==> src/rtl/rpwm_pkg.sv <==
// Shared register addresses and control-bit positions for the reload/match PWM timer.
// Assumes a 2-bit register address and a control word at least 6 bits wide.
package rpwm_pkg;
    localparam int ADDR_W      = 2;
    localparam logic [ADDR_W-1:0] A_RELOAD  = 2'd0;
    localparam logic [ADDR_W-1:0] A_COMPARE = 2'd1;
    localparam logic [ADDR_W-1:0] A_PRESET  = 2'd2;
    localparam logic [ADDR_W-1:0] A_CTRL    = 2'd3;
    localparam int C_RUN     = 0;
    localparam int C_INV     = 1;
    localparam int C_PSC_EN  = 2;
    localparam int C_PSC_LSB = 3;
endpackage

==> src/rtl/rpwm_prescaler.sv <==
// Count-enable generator: every clock when bypassed, otherwise once per 2^(f+1) clocks.
// Assumes the divider restarts from zero whenever it is stopped or bypassed.
module rpwm_prescaler #(
    parameter int PSC_BITS = 3
) (
    input  logic                clk,
    input  logic                rst_n,
    input  logic                run_i,
    input  logic                en_i,
    input  logic [PSC_BITS-1:0] field_i,
    output logic                tick_o
);
    localparam int DIV_W = 1 << PSC_BITS;

    logic [DIV_W-1:0]  div_q;
    logic [DIV_W:0]    one_hot;
    logic [PSC_BITS:0] shamt;
    logic [DIV_W-1:0]  limit;

    // Terminal count for the selected divide ratio.
    always_comb begin
        shamt   = {1'b0, field_i} + {{PSC_BITS{1'b0}}, 1'b1};
        one_hot = {{DIV_W{1'b0}}, 1'b1} << shamt;
        limit   = one_hot[DIV_W-1:0] - {{(DIV_W-1){1'b0}}, 1'b1};
        tick_o  = run_i && (!en_i || (div_q == limit));
    end

    // Divider counter, cleared when idle, bypassed or wrapping.
    always_ff @(posedge clk) begin
        if (!rst_n || !run_i || !en_i || tick_o) div_q <= '0;
        else                                      div_q <= div_q + 1'b1;
    end


    tick_spacing_chk: assert property (@(posedge clk) disable iff (!rst_n)
        (tick_o && en_i) |=> (!tick_o || !$stable(en_i) || !$stable(field_i)));
endmodule

==> src/rtl/rpwm_counter.sv <==
// Up-counter with auto-reload at all-ones and wrap/compare event outputs.
// Assumes a preset write wins over a tick in the same cycle; a wrap suppresses the compare event.
module rpwm_counter #(
    parameter int WIDTH = 32
) (
    input  logic             clk,
    input  logic             rst_n,
    input  logic             tick_i,
    input  logic [WIDTH-1:0] reload_i,
    input  logic [WIDTH-1:0] compare_i,
    input  logic             preset_we_i,
    input  logic [WIDTH-1:0] preset_i,
    output logic             wrap_ev_o,
    output logic             cmp_ev_o
);
    localparam logic [WIDTH-1:0] TOP = {WIDTH{1'b1}};

    logic [WIDTH-1:0] cnt_q;

    // Events are flagged on the tick that leaves all-ones or the compare value.
    always_comb begin
        wrap_ev_o = tick_i && (cnt_q == TOP);
        cmp_ev_o  = tick_i && (cnt_q == compare_i) && (cnt_q != TOP);
    end

    // Counter register: preset, reload on wrap, or increment on tick.
    always_ff @(posedge clk) begin
        if (!rst_n)          cnt_q <= '0;
        else if (preset_we_i) cnt_q <= preset_i;
        else if (wrap_ev_o)  cnt_q <= reload_i;
        else if (tick_i)     cnt_q <= cnt_q + 1'b1;
    end


    reload_on_wrap_chk: assert property (@(posedge clk) disable iff (!rst_n)
        (tick_i && cnt_q == TOP && !preset_we_i) |=> (cnt_q == $past(reload_i)));

    step_up_chk: assert property (@(posedge clk) disable iff (!rst_n)
        (tick_i && cnt_q != TOP && !preset_we_i) |=> (cnt_q == $past(cnt_q) + 1'b1));

    frozen_chk: assert property (@(posedge clk) disable iff (!rst_n)
        (!tick_i && !preset_we_i) |=> $stable(cnt_q));
endmodule

==> src/rtl/rpwm_wave.sv <==
// Output stage: holds the internal level, flips it on events and applies polarity.
// Assumes the level is forced back to zero whenever the timer is stopped.
module rpwm_wave (
    input  logic clk,
    input  logic rst_n,
    input  logic run_i,
    input  logic inv_i,
    input  logic wrap_ev_i,
    input  logic cmp_ev_i,
    output logic pwm_o
);
    logic lvl_q;

    // Internal level: cleared when stopped, flipped on either event.
    always_ff @(posedge clk) begin
        if (!rst_n || !run_i)         lvl_q <= 1'b0;
        else if (wrap_ev_i || cmp_ev_i) lvl_q <= ~lvl_q;
    end

    // Polarity applied at the pin.
    assign pwm_o = lvl_q ^ inv_i;


    single_event_chk: assert property (@(posedge clk) disable iff (!rst_n)
        $onehot0({wrap_ev_i, cmp_ev_i}));

    idle_level_chk: assert property (@(posedge clk) disable iff (!rst_n)
        (!run_i && $stable(inv_i)) |=> (pwm_o == inv_i));
endmodule

==> src/rtl/rpwm_timer.sv <==
// Top of the reload/match PWM timer: register write port, prescaler, counter and output stage.
// Assumes reload and compare are only updated while stopped; control and preset are always writable.
module rpwm_timer
    import rpwm_pkg::*;
#(
    parameter int WIDTH    = 32,
    parameter int PSC_BITS = 3
) (
    input  logic              clk,
    input  logic              rst_n,
    input  logic              wr_en,
    input  logic [ADDR_W-1:0] wr_addr,
    input  logic [WIDTH-1:0]  wr_data,
    output logic              tick,
    output logic              pwm_out
);
    logic [WIDTH-1:0]    reload_q, compare_q;
    logic                run_q, inv_q, psc_en_q;
    logic [PSC_BITS-1:0] psc_f_q;
    logic                preset_we, wrap_ev, cmp_ev;

    assign preset_we = wr_en && (wr_addr == A_PRESET);

    // Register file; period-defining values are locked while running.
    always_ff @(posedge clk) begin
        if (!rst_n) begin
            reload_q  <= '0;
            compare_q <= '0;
            run_q     <= 1'b0;
            inv_q     <= 1'b0;
            psc_en_q  <= 1'b0;
            psc_f_q   <= '0;
        end else if (wr_en) begin
            if (wr_addr == A_RELOAD && !run_q)  reload_q  <= wr_data;
            if (wr_addr == A_COMPARE && !run_q) compare_q <= wr_data;
            if (wr_addr == A_CTRL) begin
                run_q    <= wr_data[C_RUN];
                inv_q    <= wr_data[C_INV];
                psc_en_q <= wr_data[C_PSC_EN];
                psc_f_q  <= wr_data[C_PSC_LSB +: PSC_BITS];
            end
        end
    end

    rpwm_prescaler #(.PSC_BITS(PSC_BITS)) u_psc (
        .clk(clk), .rst_n(rst_n), .run_i(run_q), .en_i(psc_en_q),
        .field_i(psc_f_q), .tick_o(tick)
    );

    rpwm_counter #(.WIDTH(WIDTH)) u_cnt (
        .clk(clk), .rst_n(rst_n), .tick_i(tick), .reload_i(reload_q),
        .compare_i(compare_q), .preset_we_i(preset_we), .preset_i(wr_data),
        .wrap_ev_o(wrap_ev), .cmp_ev_o(cmp_ev)
    );

    rpwm_wave u_wave (
        .clk(clk), .rst_n(rst_n), .run_i(run_q), .inv_i(inv_q),
        .wrap_ev_i(wrap_ev), .cmp_ev_i(cmp_ev), .pwm_o(pwm_out)
    );


    locked_reload_chk: assert property (@(posedge clk) disable iff (!rst_n)
        (run_q && wr_en && wr_addr == A_RELOAD) |=> $stable(reload_q));

    locked_compare_chk: assert property (@(posedge clk) disable iff (!rst_n)
        (run_q && wr_en && wr_addr == A_COMPARE) |=> $stable(compare_q));

    no_tick_idle_chk: assert property (@(posedge clk) disable iff (!rst_n)
        (!run_q) |-> !tick);
endmodule

==> config.mk <==
export PLATFORM = sky130hd
export DESIGN_NAME = rpwm_timer
export DESIGN_NICKNAME = d
export VERILOG_FILES = /design/src/rtl/rpwm_pkg.sv /design/src/rtl/rpwm_prescaler.sv /design/src/rtl/rpwm_counter.sv /design/src/rtl/rpwm_wave.sv /design/src/rtl/rpwm_timer.sv
export SDC_FILE = /design/constraint.sdc
export NUM_CORES = 1
export LEC_CHECK = 0
export BUFFER_PORTS_ARGS = -buffer_cell sky130_fd_sc_hd__buf_2
export CAP_MARGIN = 20
export CORE_MARGIN = 1
export CORE_UTILIZATION = 35
export CTS_CLUSTER_SIZE = 28
export DETAILED_ROUTE_END_ITERATION = 8
export GPL_TIMING_DRIVEN = 1
export SLEW_MARGIN = 20
export SYNTH_ARGS = -nofsm -noshare
export SYNTH_HDL_FRONTEND = slang
export SYNTH_SLANG_ARGS = --single-unit
==> constraint.sdc <==
create_clock -name clk -period 3.8 [get_ports clk]
set_clock_uncertainty 0.05 [all_clocks]
set_input_delay 0.19 -clock clk [delete_from_list [all_inputs] [get_ports clk]]
set_output_delay 0.19 -clock clk [all_outputs]
set_load 0.02 [all_outputs]
==> run summary <==
Status: completed
Main synth FF type: dfxtp_1
Crit path kind: flop to output port
Final Worst Setup Slack: 0.306 ns
Ys async rst share: 0%
Most common cell in the synthesized netlist: nand2_1
Switching share of power: 24.9%
Fin area: 6290 sq um
Full die area: 16,500 sq um
Drc violations: 0
Number of I/O pins: 39
Share of the yosys chip area belonging to registers: 39.7%
Actual slew at the worst max-slew pin: 0.878 ns
Crit end category: output port
Main combinational cell family by area after synthesis: simple AND/OR/NAND/NOR gates
RSZ-0062 raised after global routing: false
Synth top area share: 39.7%
Compound-Gate Fraction of Synth Area: 21.2%
Met2 GRT Util: 31.2%
Max transition margin: 41.3%
DP Worst Slack: 0.333 ns
Cell taking the most area after synthesis: dfxtp_1
Post-cts sizing count: 0
Worst hold-check path type: input port to flop
# setup viols final: 0
Pint: 1930 uW
Yosys reg bits: 111
Register area: 2220 sq um
DIE HEIGHT: 128 um
Fraction of layout cells with a size suffix above 1: 11.1%
# rows: 45
P per Cell Area: 410 nW/um^2
Vias in the first global route: 4,814
DR vias: 5,220
GP Congestion: 0.830
Sequential power share: 48.5%
Hold-fix buffers at CTS: 0
WL/cell: 17.1 um
Worst Setup Start Kind: flop
Pre-Repair DR Iteration Count: 5
H-Tree Depth: 3
Maximum clock rate: 0.286 GHz
Final hold viol count: 0
Synth area leaders: dfxtp_1 40%, nand2_1 11%, a21oi_1 7.9%
Synthesized-area fraction occupied by and/or/nand/nor cells: 24.9%
Placed inst area: 5950 sq um
Mux share of post-synthesis cell area: 1.25%
Starting Density: 36.3%
Synth cell types: 54
Met3 Track Usage GR: 4.57%
Clock root cell: clkbuf_16
Netlist Area Pre-Place: 5600 sq um
EDFF count, synth: 0
Sink Count: 111
Placed insts: 937
Synth cell count leaders: 171 x nand2_1, 111 x dfxtp_1, 88 x a21oi_1, 43 x xor2_1, 41 x clkbuf_1
CTS tree: done
Number of buffers created by CTS: 9
Max-slew violations: 0
Post-CTS Setup Bufs: 0
Area of the multi-input gates: 3140 sq um
Post-Synth Adder-Cell Area: 0.671%
GRT met1 Usage: 29.2%
Hpwl dp: 10,800 um
Initial antenna violation count: 0
Synthesis-to-finish area growth: 12.3%
Final WL: 16,300 um
Number of fill cells: 1,652
Worst endpoint required time: 3.56 ns
Sw power: 641 uW
Clock transition at the registers of the reported paths: 0.07 ns
Tcrit/Tclk final: 92.0%
XOR/XNOR Fraction of Synth Area: 7.82%
Antenna viol nets, final: 0
Highest ir drop seen on vdd: 0.000233 V
Hold WS: 0.0335 ns
Worst-skew pair later-pin latency: 0.36 ns
P_leak: 0.00241 uW
Maximum fanout along the worst path: 26
Max cap viols: 0
Diode count: 0
First-pass GRT wire length: 26,300 um
Combinational Power Share: 9.0%
I/O Buffers: 38
Avg Cell Area, Syn: 7.68 sq um
Clock power frac: 42.5%
Setup TNS: 0 ns
Fin cells: 953
Starting DRC count in detailed routing: 463
Core area: 15,400 sq um
Arrival time worst endpoint: 3.25 ns
Maximum clock path buffer count: 2
Vias per Instance: 5.48
Post-Synthesis Cells: 729
Syn nets: 769
Aggregate global routing overflow: 0
Final nets: 777
Final min period: 3.49 ns
Die W: 128 um
Largest net degree at the start of global routing: 48
Most used routing layer: met2
Total GRT Usage: 20.5%
Synth warnings: 0
-- cells in the final DEF (no fill, tap or decap), types with 11 or more instances in the layout --
cell / count
buf_4: 12
nand3_1: 28
o21ai_0: 30
buf_2: 38
and3_1: 12
nor2_1: 40
dfxtp_1: 111
a21oi_1: 88
nor4_1: 13
nand2_1: 171
xor2_1: 43
nand4_1: 11
-- final timing paths --
| path | startpoint | end | slack [ns] | depth (start not counted) |
|---|---|---|---|---|
| max | psc_f_q[1]$_SDFFE_PN0P_ | tick | 0.31 | 10 |
| max reg2reg | psc_f_q[1]$_SDFFE_PN0P_ | u_cnt.cnt_q[5]$_SDFFE_PN0P_ | 0.41 | 11 |
| min reg2reg | reload_q[3]$_SDFFE_PN0P_ | reload_q[3]$_SDFFE_PN0P_ | 0.41 | 2 |
| min | wr_data[26] | compare_q[26]$_SDFFE_PN0P_ | 0.03 | 3 |
-- power groups by stage --
stage	clock network (uW)	logic, uW	registers (uW)
final	1100	231	1250
after global routing	1140	256	1250
after CTS	1110	230	1250
after floorplan	0	156	1260
after global placement	0	227	1270
after detailed placement	0	229	1270
-- metal layers --
metal / up-vias / part of all wire [%]
met1: 2490 / 50
met5: - / 0
li1: 2576 / -
met4: 0 / 1.5
met3: 23 / 5.0
met2: 131 / 44
-- cell families after synthesis --
family                     count (synthesis)
AOI/OAI and AO/OA                        188
and+or+nand+nor                          308
buffers and inverters                     61
xor gates and xnor gates                  50
adders and majority gates                  3
DFF                                      111
muxes                                      7
other                                      1
-- critical path: stages, from the launching register on --
cell and delay (ns):
dfxtp_1 0.40, nor2_1 0.25, nand2_1 0.10, ha_1 0.29
nor4bb_1 0.38, a311oi_2 0.08, xnor2_1 0.19, o41ai_4 0.41
nand2_4 0.25, clkinv_2 0.30, buf_2 0.23
-- stage by stage --
stage | utilization [%] | total power (uW)
after global routing | 40.8 | 2650
after floorplan | - | 1410
after CTS | 40.7 | 2590
after global placement | 38.5 | 1500
after detailed placement | 38.6 | 1500
final | 40.8 | 2570
-- area by class of cell --
class / count / share of cell area [%]
timing repair buffer: 51 / 4.78
inverter: 7 / 0.438
clock buffer: 10 / 3.64
tap: 211 / 4.20
sequential: 111 / 35.3
clock inverter: 6 / 1.73
multi-input combinational: 557 / 49.9
-- flip-flops by register name (all words and copies together) (netlist names) --
signal        cells
reload_q         32
psc_f_q           3
psc_en_q          1
inv_q             1
run_q             1
u_wave.lvl_q      1
u_psc.div_q       8
u_cnt.cnt_q      32
compare_q        32
(Power assumes the default switching activity.)
